File: src/rtl/lxcvr_pkg.sv
package lxcvr_pkg;

    localparam int unsigned XCVR_WIDTH = 8;
    localparam int unsigned NUM_DIRS   = 2;

    typedef enum logic {
        DIR_FWD = 1'b0,
        DIR_REV = 1'b1
    } dir_e;

    typedef struct packed {
        logic ce_n;
        logic le_n;
        logic oe_n;
    } dir_ctrl_t;

    function automatic logic bank_opens(input dir_ctrl_t c);
        return !c.ce_n && !c.le_n;
    endfunction

    function automatic logic port_drives(input dir_ctrl_t c);
        return !c.ce_n && !c.oe_n;
    endfunction

endpackage

File: src/rtl/lxcvr_bank.sv
module lxcvr_bank
    import lxcvr_pkg::*;
#(
    parameter int unsigned W = XCVR_WIDTH
) (
    input  logic         clk,
    input  logic         rst,
    input  dir_ctrl_t    ctrl,
    input  logic [W-1:0] din,
    output logic [W-1:0] q
);

    always_ff @(posedge clk) begin
        if (rst) begin
            q <= '0;
        end else if (bank_opens(ctrl)) begin
            q <= din;
        end
    end

endmodule

File: src/rtl/lxcvr_drive.sv
module lxcvr_drive
    import lxcvr_pkg::*;
#(
    parameter int unsigned W = XCVR_WIDTH
) (
    input  dir_ctrl_t    ctrl,
    input  logic [W-1:0] q,
    output logic [W-1:0] dout,
    output logic [W-1:0] doe
);

    logic drive;

    always_comb begin
        drive = port_drives(ctrl);
        doe   = {W{drive}};
        dout  = drive ? q : '0;
    end

endmodule

File: src/rtl/lxcvr_clash.sv
module lxcvr_clash #(
    parameter int unsigned W = 8
) (
    input  logic [W-1:0] oe_x,
    input  logic [W-1:0] oe_y,
    output logic         clash
);

    assign clash = (|oe_x) && (|oe_y);

endmodule

File: src/rtl/latched_xcvr.sv
module latched_xcvr
    import lxcvr_pkg::*;
#(
    parameter int unsigned W = XCVR_WIDTH
) (
    input  logic         clk,
    input  logic         rst,
    input  logic [W-1:0] a_in,
    output logic [W-1:0] a_out,
    output logic [W-1:0] a_oe,
    input  logic [W-1:0] b_in,
    output logic [W-1:0] b_out,
    output logic [W-1:0] b_oe,
    input  logic         ab_ce_n,
    input  logic         ab_le_n,
    input  logic         ab_oe_n,
    input  logic         ba_ce_n,
    input  logic         ba_le_n,
    input  logic         ba_oe_n,
    output logic         contention
);

    localparam int unsigned ND = NUM_DIRS;

    dir_ctrl_t    ctl   [ND];
    logic [W-1:0] src   [ND];
    logic [W-1:0] bank  [ND];
    logic [W-1:0] drv_d [ND];
    logic [W-1:0] drv_e [ND];

    logic [W-1:0] bank_ab;
    logic [W-1:0] bank_ba;

    assign ctl[DIR_FWD] = '{ce_n: ab_ce_n, le_n: ab_le_n, oe_n: ab_oe_n};
    assign ctl[DIR_REV] = '{ce_n: ba_ce_n, le_n: ba_le_n, oe_n: ba_oe_n};
    assign src[DIR_FWD] = a_in;
    assign src[DIR_REV] = b_in;

    for (genvar d = 0; d < ND; d++) begin : g_dir
        lxcvr_bank #(.W(W)) u_bank (
            .clk  (clk),
            .rst  (rst),
            .ctrl (ctl[d]),
            .din  (src[d]),
            .q    (bank[d])
        );

        lxcvr_drive #(.W(W)) u_drive (
            .ctrl (ctl[d]),
            .q    (bank[d]),
            .dout (drv_d[d]),
            .doe  (drv_e[d])
        );
    end

    assign bank_ab = bank[DIR_FWD];
    assign bank_ba = bank[DIR_REV];

    assign b_out = drv_d[DIR_FWD];
    assign b_oe  = drv_e[DIR_FWD];
    assign a_out = drv_d[DIR_REV];
    assign a_oe  = drv_e[DIR_REV];

    lxcvr_clash #(.W(W)) u_clash (
        .oe_x  (a_oe),
        .oe_y  (b_oe),
        .clash (contention)
    );

endmodule

File: config.mk
export PLATFORM = sky130hd
export DESIGN_NAME = latched_xcvr
export DESIGN_NICKNAME = d
export VERILOG_FILES = /design/src/rtl/lxcvr_pkg.sv /design/src/rtl/lxcvr_bank.sv /design/src/rtl/lxcvr_drive.sv /design/src/rtl/lxcvr_clash.sv /design/src/rtl/latched_xcvr.sv
export SDC_FILE = /design/constraint.sdc
export NUM_CORES = 1
export LEC_CHECK = 0
export ABC_AREA = 1
export BUFFER_PORTS_ARGS = -buffer_cell sky130_fd_sc_hd__buf_4
export CORE_MARGIN = 5
export CORE_UTILIZATION = 45
export DETAILED_ROUTE_END_ITERATION = 8
export GPL_ROUTABILITY_DRIVEN = 0
export PLACE_DENSITY = 0.88
export SLEW_MARGIN = 20
export SYNTH_ARGS = -nofsm -noshare
export SYNTH_HDL_FRONTEND = slang
export SYNTH_SLANG_ARGS = --single-unit
File: constraint.sdc
create_clock -name clk -period 1.9 [get_ports clk]
set_input_delay 0.095 -clock clk [delete_from_list [all_inputs] [get_ports clk]]
set_output_delay 0.095 -clock clk [all_outputs]
set_load 0.01 [all_outputs]
[Word-level counts from Yosys, hierarchy flattened]
Index checks and enable logic that the tools add are counted.
Operators by class
  mux-type cells: 2
  reductions and logical operators: 11
Operator list (count)
  $mux W8: 2
  $logic_not A1 Y1: 6
  $logic_and A1 B1 Y1: 5
Storage, ports and cells
  bits in registers: 16
  output and inout port bits: 33
  word-level logic and storage cells: 15

[Depth between registers and ports, before layout]
Gate-level depths: netlist (run 1).
  word-level depth: 3
  gate-level depth with buffers: 5

[Cells and area by module]
Synthesis (run 1) repeated with hierarchy kept, for this count alone.
Second synthesis, totals
  cell total of the unflattened synthesis: 173
  area total of the unflattened synthesis: 1054.8 µm²
By module, submodules not included
  lxcvr_bank: instances 2, cells an instance 51, area an instance 336.6 µm², sequential area each 160.2 µm²
  lxcvr_drive: instances 2, cells an instance 28, area an instance 162.7 µm², sequential area each 0.0 µm²
  lxcvr_clash: instances 1, cells an instance 15, area an instance 56.3 µm², sequential area each 0.0 µm²

[Least setup slack after synthesis (run 1)]
Ideal clock, no wire load.
  path type: in2out
  from: input port ba_ce_n
  to: output port contention
  data arrival time: 0.793 ns
  path slack: 1.012 ns
  cell stages on the path: 3
  path buffers: 0
  cells stage by stage: nor2_1 -> inv_2 -> nor2_1
Between the ends
  longest elaborated chain between the ends: 3
Ends and longest elaborated chain
  start: declaration: RTL line latched_xcvr.sv:17  | input logic ba_ce_n,
  $logic_not A1 Y1: RTL line lxcvr_pkg.sv:22  | return !c.ce_n && !c.oe_n;
  $logic_and A1 B1 Y1: RTL line lxcvr_pkg.sv:22
  $logic_and A1 B1 Y1: RTL line lxcvr_clash.sv:9  | assign clash = (|oe_x) && (|oe_y);
  end: declaration: RTL line latched_xcvr.sv:20  | output logic contention
Every way passes these cells.

[Final worst setup path (run 1)]
  from: input port ab_ce_n
  to: output port b_out[1]
Between the ends
  longest elaborated chain between the ends: 3
Ends and longest elaborated chain
  start: declaration: RTL line latched_xcvr.sv:14  | input logic ab_ce_n,
  $logic_not A1 Y1: RTL line lxcvr_pkg.sv:22
  $logic_and A1 B1 Y1: RTL line lxcvr_pkg.sv:22
  $mux W8: RTL line lxcvr_drive.sv:17  | dout = drive ? q : '0;
  end: declaration: RTL line latched_xcvr.sv:12  | output logic [W-1:0] b_out,
Every way passes these cells.

==> summary.md, run 1 <==
| Metric | Value |
|---|---|
| Critical path's largest stage delay | `0.43 ns` |
| Area leader, netlist | `dfxtp_1` |
| Top Registers | `g_dir.u_bank.q (16)` |
| Post-route ant nets | `0` |
| Sum Neg Setup Slack | `0 ns` |
| Setup crit end kind | `primary output` |
| Die W | `55.55 um` |
| Final WL | `2.302 mm` |
| Skew final | `0 ns` |
| Root buf cell | `clkbuf_4` |
| Maxcap violations | `0` |
| Post_cts resized | `0` |
| P_int | `563.5 uW` |
| I/O pin cnt | `57` |
| Hold slack | `0.08956 ns` |
| GR Overflow Total | `0` |
| Post-layout minimum cycle time | `1.254 ns` |
| XOR/XNOR Fraction of Synth Area | `0` |
| TritonCTS Buffers | `3` |
| Placed Cells | `219` |
| N_diodes | `0` |
| Worst Path Max Fanout | `9` |
| Status | `complete, no violations` |
| Layout Nets | `221` |
| WP data required | `1.80 ns` |
| Top reg by flops | `g_dir.u_bank.q` |
| Flop pwr share | `0.474` |
| #FFs+latches synth | `16` |
| Clock-pin slew on the worst setup and hold paths | `0.10 ns` |
| Sequential cell area | `320.3 sq um` |
| Simple-gate share of the synthesized area | `0.3579` |
| Max reg flops | `16` |
| Final slew viol count | `0` |
| Syn Nets | `179` |
| Post CTS Setup Buffer Count | `0` |
| Die area | `3085 sq um` |
| Endpoints failing setup | `0` |
| Maximum vdd ir drop | `0.4465 mV` |
| Startpoint class of the critical path | `input pin` |
| Worst-Skew Late Latency | `0.28 ns` |
| Sw frac | `0.2752` |
| Vias | `927` |
| Cts hold-fix bufs | `0` |
| Area grow syn2layout | `36.73%` |
| WP data arrival | `1.16 ns` |
| Chip height | `55.55 um` |
| Synth Area in Adders | `0` |
| Post-DP HPWL | `1.787 mm` |
| Final Cycle Share | `0.6598` |
| Clock share of power | `0.294` |
| Yosys cell types | `9` |
| Core area | `1962 sq um` |
| Post-synth EDFFs | `0` |
| Cells after Synth | `155` |
| Critical-path top delay cell | `nor2_1` |
| DRC | `0` |
| Avg Inst Size Synth | `6.022 sq um` |
| I/O Buffers | `56` |
| Final non-filler cell total | `223` |
| Multi-input logic area | `334.1 sq um` |
| Async set-reset flop share out of synthesis | `0` |
| All-layer global routing usage | `0.1480` |
| Warnings, synthesis | `0` |
| Top cell type's share of synthesized area | `0.3432` |
| Starting density of the core | `0.4758` |
| DRT iter0 DRCs | `4` |
| Leakage | `0.0007251 uW` |
| Worst Max-Slew Pin Slew | `0.5639 ns` |
| Mapped Area | `933.4 sq um` |
| Worst path cell trace | `buf_4 -> nor2_1 -> inv_2 -> nor2_1 -> buf_4` |
| 1st-pass router iterations | `3` |
| Vias in the first global route | `888` |
| Largest net degree at the start of global routing | `17` |
| Mux cell area share after synthesis | `0` |
| Slew Limit Headroom | `0.6227` |
| Pwr dens | `609.3 nW/um^2` |
| CTS tree | `built` |
| Synth top area cells | `dfxtp_1 (34%), nor2_1 (21%), inv_1 (13%)` |
| Largest family of logic cells by synthesized area | `simple AND/OR/NAND/NOR gates` |
| Most frequent cell after synthesis | `nor2_1` |
| Ys flop type | `dfxtp_1` |
| Synth Area in Compound Gates | `0` |
| Hold Vio Cnt, Final | `0` |
| FP Rows | `16` |
| Hold Path Class | `in -> reg` |
| CTS Buffer Depth | `2` |
| Seq/Total Area, Yosys | `0.3432` |
| Most instantiated cells after synthesis | `nor2_1 (51), inv_1 (33), nand2_1 (32), buf_4 (16), dfxtp_1 (16)` |
| Unrepaired setup endpoints after global routing | `no` |
| Fill cell count | `187` |
| First-pass GRT wire length | `3.739 mm` |
| Via/cell ratio | `4.157` |
| CTS H-tree depth | `1` |
| Layout cell share with drive strength beyond 1 | `0.3265` |
| Fmax | `0.7977 GHz` |
| Initial antenna violation count | `0` |
| Critical path type | `in -> out` |
| Switching power | `214.0 uW` |
| Wire per inst | `10.32 um` |
| Power share of the combinational group | `0.232` |
| CTS Sinks | `16` |
## cell type report
type	instances	share of cell area
Sequential cell	16	0.2510
Inverter	35	0.1029
Tap cell	27	0.02647
Timing Repair Buffer	56	0.3294
Multi-Input combinational cell	85	0.2618
Clock buffer	4	0.02843
## path summary, 6_finish.rpt
path,from,to,slack (ns),depth (start not counted)
hold / removal,b_in[1],g_dir[1].u_bank.q[1]$_SDFFE_PP0P_,0.09,5
setup reg to reg,g_dir[0].u_bank.q[5]$_SDFFE_PP0P_,g_dir[0].u_bank.q[5]$_SDFFE_PP0P_,1.28,2
hold reg to reg,g_dir[0].u_bank.q[1]$_SDFFE_PP0P_,g_dir[0].u_bank.q[1]$_SDFFE_PP0P_,0.49,2
setup / recovery,ab_ce_n,b_out[1],0.65,5
## cells in the final DEF (no fill, tap or decap)
cell      instances
dfxtp_1          16
clkbuf_4          3
inv_1            33
buf_4            56
clkbuf_8          1
nor2_1           51
inv_2             2
nand2_1          32
nor2_4            2
## stage by stage
stage               setup WS (ns)  power [uW]    util  instance area [sq um]
CTS                        0.6310       785.1  0.6505                   1276
floorplan                   1.012       490.6       -                  933.4
finish                     0.6465       777.5  0.6505                   1276
global placement           0.7328       548.5  0.6320                   1240
global route               0.5360       822.0  0.6505                   1276
detailed placement         0.6870       557.2  0.6320                   1240
## power groups by stage
stage / Sequential, uW / Combinational, uW / Clock [uW]
floorplan: 374 / 117 / 0
global placement: 375 / 174 / 0
detailed placement: 376 / 181 / 0
CTS: 368 / 183 / 234
global route: 372 / 202 / 248
finish: 368 / 181 / 229
## worst max-delay path, delay by kind of cell
kind	cells	cell delay [ns]
and+or+nand+nor	2	0.59
buffers and inverters	3	0.47
## routing by layer
layer | wire, um | up-vias | part of all wire | track usage
met4 | 31 | 0 | 0.013 | 0.05208
met2 | 1270 | 27 | 0.55 | 0.2973
met5 | 0 | - | 0 | 0
met3 | 131 | 4 | 0.057 | 0.03030
met1 | 868 | 402 | 0.38 | 0.1451
li1 | - | 494 | - | -
## cells by family (layout without fill, tap and decap cells)
group	count (synthesis)	in the layout
flops	16	16
buf+inv	54	95
simple gates	85	85
Power figures use the tool's default switching activity.
==> inputs of run 2 (changes only) <==
--- a/config.mk
+++ b/config.mk
@@ -8,10 +8,10 @@
 export ABC_AREA = 1
 export BUFFER_PORTS_ARGS = -buffer_cell sky130_fd_sc_hd__buf_4
 export CORE_MARGIN = 5
-export CORE_UTILIZATION = 45
+export CORE_UTILIZATION = 38
 export DETAILED_ROUTE_END_ITERATION = 8
 export GPL_ROUTABILITY_DRIVEN = 0
-export PLACE_DENSITY = 0.88
+export PLACE_DENSITY = 0.8
 export SLEW_MARGIN = 20
 export SYNTH_ARGS = -nofsm -noshare
 export SYNTH_HDL_FRONTEND = slang
==> constraint.sdc (replaced) <==
create_clock -name clk -period 1.15 [get_ports clk]
set_input_delay 0.0575 -clock clk [delete_from_list [all_inputs] [get_ports clk]]
set_output_delay 0.0575 -clock clk [all_outputs]
set_load 0.01 [all_outputs]
==> run 2 against run 1 <==
- sequential share of layout area down 0.36 points
- die area up 15%
- clock skew unchanged
- clock-buffer cell count unchanged
- hold slack worse by 0.033 ns
- final area up 1.5%
- combinational power up 62%
- total power up 64%
- core utilization down 11 points
- sequential power up 65%
- sequential cell count unchanged
==> summary.md, run 2 (synthesis gave the netlist of run 1 again) <==
| Metric | Value |
|---|---|
| Root buf cell | `clkbuf_4` |
| Worst R2R Path Depth | `2` |
| Clock-pin slew on the worst setup and hold paths | `0.10 ns` |
| Largest net degree at the start of global routing | `17` |
| Max reg flops | `16` |
| Slew Limit Headroom | `0.6811` |
| Maxcap violations | `0` |
| Top Registers | `g_dir.u_bank.q (16)` |
| Setup crit end kind | `primary output` |
| CTS Sinks | `16` |
| Starting density of the core | `0.3873` |
| Startpoint class of the critical path | `register` |
| Leakage | `0.0007353 uW` |
| Final Power | `1273 uW` |
| Via/cell ratio | `3.890` |
| Maximum vdd ir drop | `0.5480 mV` |
| Power share of the combinational group | `0.231` |
| Sum Neg Setup Slack | `0 ns` |
| Layout Nets | `223` |
| All-layer global routing usage | `0.1165` |
| I/O Buffers | `56` |
| CTS tree | `built` |
| Setup slack, reg-to-reg | `0.58 ns` |
| Cts hold-fix bufs | `0` |
| CTS H-tree depth | `1` |
| Post-layout util | `0.5374` |
| Critical path type | `reg -> out` |
| Placed Cells | `224` |
| Post-layout minimum cycle time | `0.9591 ns` |
| Die area | `3547 sq um` |
| Most frequent cells in the layout | `buf_4 (58), nor2_1 (51), inv_1 (33)` |
| Fmax | `1.043 GHz` |
| First-pass GRT wire length | `3.146 mm` |
| Pwr dens | `983.0 nW/um^2` |
| Die W | `59.56 um` |
| Wire per inst | `8.456 um` |
| Post CTS Setup Buffer Count | `0` |
| DRC | `0` |
| Hold Vio Cnt, Final | `0` |
| GR Overflow Total | `0` |
| Core area | `2410 sq um` |
| WP data arrival | `0.90 ns` |
| Hold Path Cell Cnt | `5` |
| DRT iter0 DRCs | `12` |
| I/O pin cnt | `57` |
| Hold Path Class | `in -> reg` |
| Post_cts resized | `0` |
| Beginning of the worst hold path | `b_in[7]` |
| Post-route ant nets | `0` |
| Unrepaired setup endpoints after global routing | `no` |
| FP Rows | `18` |
| Final WL | `1.928 mm` |
| Initial antenna violation count | `0` |
| Final slew viol count | `0` |
| N_diodes | `0` |
| Reg2Reg Capture Point | `g_dir[1].u_bank.q[1]$_SDFFE_PP0P_` |
| Final Cycle Share | `0.8340` |
| P_int | `935.5 uW` |
| Flop pwr share | `0.477` |
| Skew final | `0 ns` |
| Clock share of power | `0.292` |
| Post-DP HPWL | `1.509 mm` |
| 1st-pass router iterations | `4` |
| Worst Max-Slew Pin Slew | `0.4778 ns` |
| Vias | `887` |
| Worst Path Max Fanout | `2` |
| Worst slack at placement | `0.3437 ns` |
| CTS Buffer Depth | `2` |
| Endpoints failing setup | `0` |
| Chip height | `59.56 um` |
| TritonCTS Buffers | `3` |
| Worst r2r src | `g_dir[1].u_bank.q[1]$_SDFFE_PP0P_` |
| Top reg by flops | `g_dir.u_bank.q` |
| Final non-filler cell total | `228` |
| Area grow syn2layout | `38.74%` |
| Commonest non-fill, non-tap cell in the layout | `buf_4` |
| Sw frac | `0.2651` |
| Layout cell share with drive strength beyond 1 | `0.3333` |
| Vias in the first global route | `754` |
| Status | `complete, no violations` |
| Switching power | `337.5 uW` |
| Final WS setup | `0.1909 ns` |
| WP data required | `1.09 ns` |
| Hold path endpoint | `g_dir[1].u_bank.q[7]$_SDFFE_PP0P_` |
| Worst-Skew Late Latency | `0.28 ns` |
-- run 2: cell types whose count changed in the layout (fill, tap and decap cells not counted), sizes merged --
cell | before | now
buf | 56 | 58
-- run 2: power by group through the flow --
stage	logic [uW]	clock network [uW]	registers (uW)
2_1_floorplan	193	0	617
6_report	294	371	607
5_1_grt	333	419	614
3_3_place_gp	295	0	619
3_5_place_dp	299	0	621
4_1_cts	299	378	608
-- run 2: worst max-delay path by stage --
stage                                        end  slack [ns]  cells after the start                         startpoint
2_1_floorplan                         contention        0.34                      3                            ba_ce_n
3_3_place_gp   g_dir[0].u_bank.q[7]$_SDFFE_PP0P_        0.34                      5                            ab_ce_n
3_5_place_dp   g_dir[0].u_bank.q[7]$_SDFFE_PP0P_        0.34                      5                            ab_ce_n
4_1_cts                                 b_out[2]        0.18                      3  g_dir[0].u_bank.q[2]$_SDFFE_PP0P_
5_1_grt                                 a_out[2]         0.1                      3  g_dir[1].u_bank.q[2]$_SDFFE_PP0P_
6_report                                b_out[2]        0.19                      3  g_dir[0].u_bank.q[2]$_SDFFE_PP0P_
-- run 2: through the flow --
step           cell area [sq um]  hold slack (ns)
6_report                    1295          0.05692
5_1_grt                     1295          0.05368
4_1_cts                     1295          0.05517
3_5_place_dp                1259           0.3558
3_3_place_gp                1259           0.3493
2_1_floorplan              933.4           0.2502
-- run 2: metal layers --
layer	global-route usage	routed length, um	up-vias
met2	0.1934	988	20
met3	0.01307	118	4
met1	0.1367	770	367
met5	0	0	-
li1	-	-	496
met4	0.08544	51	0
-- run 2: final cells by class --
class	instances	area [sq um]
sequential	16	320.3
tap	30	37.54
multi-input combinational	85	334.1
clock buffer	4	36.28
fill	261	1115
timing repair buffer	58	435.4
inverter	35	131.4
-- run 2: worst max-delay path, stage by stage, from the launching register on --
cell     delay, ns
dfxtp_1       0.35
inv_1         0.05
nor2_1        0.10
buf_4         0.13
